**src/rtl/row_filter_pkg.sv**
```systemverilog
package row_filter_pkg;
  localparam int DATA_W     = 32;
  localparam int MAX_COLS   = 32;
  localparam int NUM_PRED   = 16;
  localparam int GROUP_SIZE = 4;
  localparam int CNT_W      = 32;

  typedef enum logic [2:0] {
    OP_EQ = 3'd0,
    OP_NE = 3'd1,
    OP_LT = 3'd2,
    OP_LE = 3'd3,
    OP_GT = 3'd4,
    OP_GE = 3'd5
  } cmp_op_e;

  typedef enum logic {
    ST_FILL  = 1'b0,
    ST_DRAIN = 1'b1
  } flt_state_e;
endpackage

```
**src/rtl/rf_pred_unit.sv**
```systemverilog
module rf_pred_unit
  import row_filter_pkg::*;
#(
  parameter int DW = 32,
  parameter int CW = 5
) (
  input  logic          clk_i,
  input  logic          rst_ni,
  input  logic          cfg_we_i,
  input  logic          cfg_en_i,
  input  logic [CW-1:0] cfg_col_i,
  input  logic [2:0]    cfg_op_i,
  input  logic [DW-1:0] cfg_const_i,
  input  logic          word_fire_i,
  input  logic [CW-1:0] word_idx_i,
  input  logic [DW-1:0] word_data_i,
  input  logic          row_end_i,
  output logic          en_o,
  output logic          res_o
);
  logic          en_q;
  logic [CW-1:0] col_q;
  logic [2:0]    op_q;
  logic [DW-1:0] k_q;
  logic          hit_q;
  logic          cmp_true;
  logic          match;

  always_ff @(posedge clk_i or negedge rst_ni) begin
    if (!rst_ni) begin
      en_q  <= 1'b0;
      col_q <= '0;
      op_q  <= '0;
      k_q   <= '0;
    end else if (cfg_we_i) begin
      en_q  <= cfg_en_i;
      col_q <= cfg_col_i;
      op_q  <= cfg_op_i;
      k_q   <= cfg_const_i;
    end
  end

  always_comb begin
    unique case (op_q)
      OP_EQ:   cmp_true = word_data_i == k_q;
      OP_NE:   cmp_true = word_data_i != k_q;
      OP_LT:   cmp_true = $signed(word_data_i) <  $signed(k_q);
      OP_LE:   cmp_true = $signed(word_data_i) <= $signed(k_q);
      OP_GT:   cmp_true = $signed(word_data_i) >  $signed(k_q);
      OP_GE:   cmp_true = $signed(word_data_i) >= $signed(k_q);
      default: cmp_true = 1'b0;
    endcase
  end

  assign match = word_fire_i && (col_q == word_idx_i) && cmp_true;
  assign res_o = hit_q | match;
  assign en_o  = en_q;

  // hit stays low when the column never shows up in the row
  always_ff @(posedge clk_i or negedge rst_ni) begin
    if (!rst_ni)        hit_q <= 1'b0;
    else if (row_end_i) hit_q <= 1'b0;
    else if (match)     hit_q <= 1'b1;
  end
endmodule

```
**src/rtl/rf_sop_tree.sv**
```systemverilog
module rf_sop_tree #(
  parameter int NG = 4,
  parameter int GS = 4
) (
  input  logic [NG*GS-1:0] en_i,
  input  logic [NG*GS-1:0] res_i,
  output logic             pass_o
);
  logic [NG-1:0] term;

  for (genvar g = 0; g < NG; g++) begin : g_grp
    logic [GS-1:0] en_g;
    logic [GS-1:0] res_g;
    assign en_g    = en_i[g*GS +: GS];
    assign res_g   = res_i[g*GS +: GS];
    assign term[g] = (|en_g) && (&(res_g | ~en_g));
  end

  assign pass_o = |term;
endmodule

```
**src/rtl/rf_row_buffer.sv**
```systemverilog
module rf_row_buffer #(
  parameter int DW    = 32,
  parameter int DEPTH = 32,
  parameter int AW    = 5
) (
  input  logic          clk_i,
  input  logic          wr_en_i,
  input  logic [AW-1:0] wr_idx_i,
  input  logic [DW-1:0] wr_data_i,
  input  logic [AW-1:0] rd_idx_i,
  output logic [DW-1:0] rd_data_o
);
  logic [DW-1:0] mem_q [DEPTH];

  always_ff @(posedge clk_i) begin
    if (wr_en_i) mem_q[wr_idx_i] <= wr_data_i;
  end

  assign rd_data_o = mem_q[rd_idx_i];
endmodule

```
**src/rtl/row_filter.sv**
```systemverilog
module row_filter
  import row_filter_pkg::*;
#(
  parameter int DW    = row_filter_pkg::DATA_W,
  parameter int NCOL  = row_filter_pkg::MAX_COLS,
  parameter int NPRED = row_filter_pkg::NUM_PRED,
  parameter int GSIZE = row_filter_pkg::GROUP_SIZE,
  parameter int CNTW  = row_filter_pkg::CNT_W,
  localparam int CW   = $clog2(NCOL),
  localparam int PW   = $clog2(NPRED),
  localparam int NG   = NPRED / GSIZE
) (
  input  logic            clk_i,
  input  logic            rst_ni,
  input  logic            start_i,
  input  logic            cfg_we_i,
  input  logic [PW-1:0]   cfg_idx_i,
  input  logic            cfg_en_i,
  input  logic [CW-1:0]   cfg_col_i,
  input  logic [2:0]      cfg_op_i,
  input  logic [DW-1:0]   cfg_const_i,
  input  logic            in_valid_i,
  output logic            in_ready_o,
  input  logic [DW-1:0]   in_data_i,
  input  logic            in_last_i,
  output logic            out_valid_o,
  input  logic            out_ready_i,
  output logic [DW-1:0]   out_data_o,
  output logic            out_last_o,
  output logic [CNTW-1:0] rows_seen_o,
  output logic [CNTW-1:0] rows_passed_o
);
  flt_state_e     state_q;
  logic [CW-1:0]  wr_idx_q;
  logic [CW-1:0]  rd_idx_q;
  logic [CW-1:0]  end_idx_q;
  logic           in_fire;
  logic           out_fire;
  logic           row_end;
  logic           row_pass;
  logic [NPRED-1:0] p_en;
  logic [NPRED-1:0] p_res;

  assign in_ready_o  = (state_q == ST_FILL);
  assign in_fire     = in_valid_i && in_ready_o;
  assign row_end     = in_fire && (in_last_i || (wr_idx_q == CW'(NCOL-1)));
  assign out_valid_o = (state_q == ST_DRAIN);
  assign out_fire    = out_valid_o && out_ready_i;
  assign out_last_o  = out_valid_o && (rd_idx_q == end_idx_q);

  for (genvar p = 0; p < NPRED; p++) begin : g_pred
    rf_pred_unit #(.DW(DW), .CW(CW)) u_pred (
      .clk_i       (clk_i),
      .rst_ni      (rst_ni),
      .cfg_we_i    (cfg_we_i && (cfg_idx_i == PW'(p))),
      .cfg_en_i    (cfg_en_i),
      .cfg_col_i   (cfg_col_i),
      .cfg_op_i    (cfg_op_i),
      .cfg_const_i (cfg_const_i),
      .word_fire_i (in_fire),
      .word_idx_i  (wr_idx_q),
      .word_data_i (in_data_i),
      .row_end_i   (row_end),
      .en_o        (p_en[p]),
      .res_o       (p_res[p])
    );
  end

  rf_sop_tree #(.NG(NG), .GS(GSIZE)) u_tree (
    .en_i   (p_en),
    .res_i  (p_res),
    .pass_o (row_pass)
  );

  rf_row_buffer #(.DW(DW), .DEPTH(NCOL), .AW(CW)) u_buf (
    .clk_i     (clk_i),
    .wr_en_i   (in_fire),
    .wr_idx_i  (wr_idx_q),
    .wr_data_i (in_data_i),
    .rd_idx_i  (rd_idx_q),
    .rd_data_o (out_data_o)
  );

  always_ff @(posedge clk_i or negedge rst_ni) begin
    if (!rst_ni) begin
      state_q   <= ST_FILL;
      wr_idx_q  <= '0;
      rd_idx_q  <= '0;
      end_idx_q <= '0;
    end else begin
      unique case (state_q)
        ST_FILL: begin
          if (row_end) begin
            wr_idx_q  <= '0;
            rd_idx_q  <= '0;
            end_idx_q <= wr_idx_q;
            // failing row: buffer is simply overwritten by the next row
            if (row_pass) state_q <= ST_DRAIN;
          end else if (in_fire) begin
            wr_idx_q <= wr_idx_q + 1'b1;
          end
        end
        ST_DRAIN: begin
          if (out_fire) begin
            if (out_last_o) state_q  <= ST_FILL;
            else            rd_idx_q <= rd_idx_q + 1'b1;
          end
        end
        default: state_q <= ST_FILL;
      endcase
    end
  end

  always_ff @(posedge clk_i or negedge rst_ni) begin
    if (!rst_ni) begin
      rows_seen_o   <= '0;
      rows_passed_o <= '0;
    end else if (start_i) begin
      rows_seen_o   <= '0;
      rows_passed_o <= '0;
    end else if (row_end) begin
      rows_seen_o <= rows_seen_o + 1'b1;
      if (row_pass) rows_passed_o <= rows_passed_o + 1'b1;
    end
  end
endmodule

```
**config.mk**
```make
export PLATFORM = sky130hd
export DESIGN_NAME = row_filter
export DESIGN_NICKNAME = d
export VERILOG_FILES = /design/src/rtl/row_filter_pkg.sv /design/src/rtl/rf_pred_unit.sv /design/src/rtl/rf_sop_tree.sv /design/src/rtl/rf_row_buffer.sv /design/src/rtl/row_filter.sv
export SDC_FILE = /design/constraint.sdc
export NUM_CORES = 2
export LEC_CHECK = 0
export BUFFER_PORTS_ARGS = -buffer_cell sky130_fd_sc_hd__buf_4
export CAP_MARGIN = 5
export CORE_UTILIZATION = 38
export CTS_CLUSTER_SIZE = 8
export DETAILED_ROUTE_END_ITERATION = 6
export PLACE_DENSITY = 0.5
export REMOVE_ABC_BUFFERS = 1
export SETUP_SLACK_MARGIN = 0.4
export SYNTH_ARGS = -nofsm -noshare
export SYNTH_HDL_FRONTEND = slang
export SYNTH_SLANG_ARGS = --single-unit
```
**constraint.sdc**
```tcl
create_clock -name clk_i -period 6.7 [get_ports clk_i]
set_input_delay 0 -clock clk_i [delete_from_list [all_inputs] [get_ports clk_i]]
set_output_delay 0 -clock clk_i [all_outputs]
set_load 0.05 [all_outputs]
```
==> summary.md <==
| Metric | Value |
|---|---|
| Starting Density | `0.3839` |
| Via count | `50700` |
| Detail Route Antenna Nets | `0` |
| CP most frequent cell | `nand4_1` |
| Crit. End Element | `flip-flop` |
| Largest net degree at the start of global routing | `148` |
| Post-synth EDFFs | `1024` |
| Wirelength per Cell | `26.71 um` |
| Post-route cell area | `95740 um2` |
| Number of buffer cells added on primary ports | `182` |
| Flop pwr share | `0.405` |
| Ys async rst share | `0.4234` |
| Initial DRC count | `3637` |
| Arrival time worst endpoint | `6.90 ns` |
| Routability cong. | `0.8445` |
| Post-CTS Resized | `0` |
| Final min period | `6.169 ns` |
| Total core area | `215700 um2` |
| Commonest non-fill, non-tap cell in the layout | `edfxtp_1` |
| Syn avg cell area | `13.86 um2` |
| DRC | `0` |
| Crit path kind | `flip-flop to flip-flop` |
| Primary FF master, synth | `edfxtp_1` |
| CP required | `7.43 ns` |
| Hold Violations, Final | `0` |
| CP max stage delay | `1.02 ns` |
| Leakage | `37.08 nW` |
| CTS root buf | `clkbuf_16` |
| Fill cells | `19470` |
| Die area | `219800 um2` |
| Multi-input combinational cell area | `30600 um2` |
| I/O pin count | `183` |
| Most frequent cells in the layout | `edfxtp_1, dfrtp_1, inv_1` |
| Post-DR vias/cell | `5.473` |
| Internal power | `23.10 mW` |
| First-pass GRT wire length | `363400 um` |
| FMAX | `0.1621 GHz` |
| CTS Buf Count | `240` |
| Htree depth | `4` |
| Comb pwr share | `0.261` |
| WL final | `247400 um` |
| Fin nets | `6959` |
| RSZ-0062 raised after global routing | `false` |
| Die W | `468.8 um` |
| Worst vdd ir | `0.3523 mV` |
| Clk_skew | `0.07862 ns` |
| Synth cell types | `91` |
| NetSw | `10.29 mW` |
| Crit share post-route | `0.9207` |
| Area after DPL | `88200 um2` |
| GRT Util Overall | `0.2275` |
| Pwr/cell area | `348.7 nW/um2` |
| Buf/Inv on CP | `2` |
| Die Height | `468.8 um` |
| Share of cells above drive strength 1 | `0.2100` |
| Crit-path leading delay family | `simple AND/OR/NAND/NOR gates` |
| Skew-Pair Late Insertion Delay | `0.89 ns` |
| Final setup viols | `0` |
| Startpoint types | `flip-flop` |
| Fin. max-slew vios | `0` |
| CTS Sinks | `1776` |
| Clock power frac | `0.334` |
| Hold WC Path Type | `primary input to flip-flop` |
| Yosys reg bits | `1776` |
| Vias in the first global route | `51960` |
| Area of the mapped netlist | `82810 um2` |
| CTS Buffer Depth | `3` |
| Synth Instances | `5975` |
| Register area share after synthesis | `0.5986` |
| Reg clk slew, reported paths | `0.06 ns` |
| Total power | `33.39 mW` |
| CTS tree | `done` |
| Drt pass-1 iters | `5` |
| Worst slew margin relative to its limit | `0.1684` |
| Register Area | `49580 um2` |
| Post-DP HPWL | `151800 um` |
| Worst Tran Pin Value | `1.244 ns` |
| GRT overflow | `0` |
| Outcome | `completed` |
| Max_cap viols | `0` |
| Sw Ratio | `0.3081` |
| Area delta synth->final | `15.62%` |
| Worst path slowest cell | `a31oi_1` |
| YS warnings | `0` |
| Crit-path cells | `inv_1 -> ha_1 -> nand3_1 -> nor4_1 -> nand4_1 -> a31oi_1 -> o32a_1 -> nor4bb_1 -> o31a_1 -> nand4_1 -> o211ai_1 -> nor2_2 -> buf_4 -> or4_1 -> a21oi_1` |
| Rows | `170` |
| Initial antenna violation count | `6` |
| Crit path max fanout | `17` |
## worst paths after layout
check,startpoint,to,slack (ns),cells after the start
worst max-delay path,g_pred[1].u_pred.k_q[31],rows_passed_o[5],0.53,15
worst min register to register,end_idx_q[3],end_idx_q[3],0.49,2
max in group asynchronous,rst_ni,rows_passed_o[14],5.04,5
worst max register to register,g_pred[1].u_pred.k_q[31],rows_passed_o[5],0.53,15
worst min-delay path,cfg_const_i[5],g_pred[10].u_pred.k_q[5],0.07,4
min in group asynchronous,rst_ni,g_pred[13].u_pred.col_q[0],0.39,4
## power groups by stage
stage | logic [mW] | clock network, mW | registers, mW
2_1_floorplan | 5.86 | 0 | 13.9
3_3_place_gp | 8.68 | 0 | 13.7
3_5_place_dp | 8.77 | 0 | 13.7
4_1_cts | 8.85 | 11.4 | 13.5
5_1_grt | 9.55 | 11.9 | 13.7
6_report | 8.72 | 11.1 | 13.5
## registers in the layout (all words and copies together), names as in the netlist, 5 cells and up
signal,flops
wr_idx_q,5
g_pred.u_pred.hit_q,16
g_pred.u_pred.en_o,16
rd_idx_q,5
g_pred.u_pred.op_q,48
rows_seen_o,32
g_pred.u_pred.col_q,80
g_pred.u_pred.k_q,512
rows_passed_o,32
end_idx_q,5
u_buf.mem_q,1024
## layout make-up
class,count,area share
multi-input cells,3402,0.3196
clock inverters,13,0.003829
well taps,2838,0.03709
repair buffers,395,0.03481
clock buffers,298,0.06555
diodes,1,0.00002614
inverters,540,0.02117
flip-flops and latches,1776,0.5179
## synthesized netlist by cell type (all sizes together) (8+ instances only)
cell | n | area [um2]
edfxtp | 1024 | 30750
dfrtp | 752 | 18820
inv | 540 | 2027
ha | 520 | 6506
nand2 | 478 | 1794
o21ai | 400 | 2002
mux2 | 379 | 4268
mux4 | 320 | 7207
a21oi | 220 | 1101
clkbuf | 192 | 720.7
nor2 | 157 | 591.8
nand4 | 150 | 938.4
a21o | 74 | 555.5
xnor2 | 73 | 639.4
nand3 | 69 | 345.3
buf | 65 | 265.3
xor2 | 58 | 508.0
nor2b | 43 | 269.0
nor4 | 40 | 277.8
o211ai | 31 | 237.7
nor3 | 28 | 145.1
or3 | 25 | 166.4
or4 | 24 | 183.9
nand2b | 23 | 143.9
a211oi | 22 | 170.2
and3 | 22 | 137.6
o21a | 21 | 157.7
o31ai | 21 | 162.6
mux2i | 17 | 170.2
a31oi | 16 | 100.1
nand3b | 15 | 112.6
and4 | 14 | 122.6
a2111oi | 12 | 105.1
a221oi | 10 | 87.58
o21bai | 9 | 67.56
and2 | 8 | 50.05
nor3b | 8 | 60.06
## routing by layer
layer,global-route usage,wire length (um),vias to the layer above
met2,0.3776,119600,1120
met5,0,23,-
met1,0.3139,111700,26320
met3,0.02756,9654,339
li1,-,-,22910
met4,0.06294,6455,4
## stage by stage
step | worst slack, ns | hold slack, ns | setup TNS (ns) | cells | utilization
after floorplan | -5.279 | -0.2956 | -181.91 | 5718 | -
after global placement | 0.4002 | 0.05398 | 0 | 8860 | 0.4088
after detailed placement | 0.4429 | 0.04882 | 0 | 8863 | 0.4089
after CTS | 0.5408 | 0.009494 | 0 | 9262 | 0.4439
after global routing | 0.4802 | 0.04902 | 0 | 9262 | 0.4439
final | 0.5313 | 0.06563 | 0 | 9263 | 0.4439
## logic make-up after synthesis
group | share of synthesized area
buf+inv | 0.03638
xor+xnor | 0.01386
compound gates | 0.06515
simple gates | 0.06684
mux | 0.1406
fa+ha+maj | 0.07857
flops | 0.5986
## timing repair
action                                 in CTS  in global routing
buffers inserted                            0                  0
hold buffers                               88                  0
endpoints found under the hold margin    2469                  0
## worst reg2reg max path, delay by kind of cell (launching register included)
family	cells	cell delay, ns
compound gates	5	2.20
flops	1	0.34
simple gates	7	2.85
buf+inv	2	0.32
fa+ha+maj	1	0.35
No activity file was read; power rests on OpenSTA's default activity.
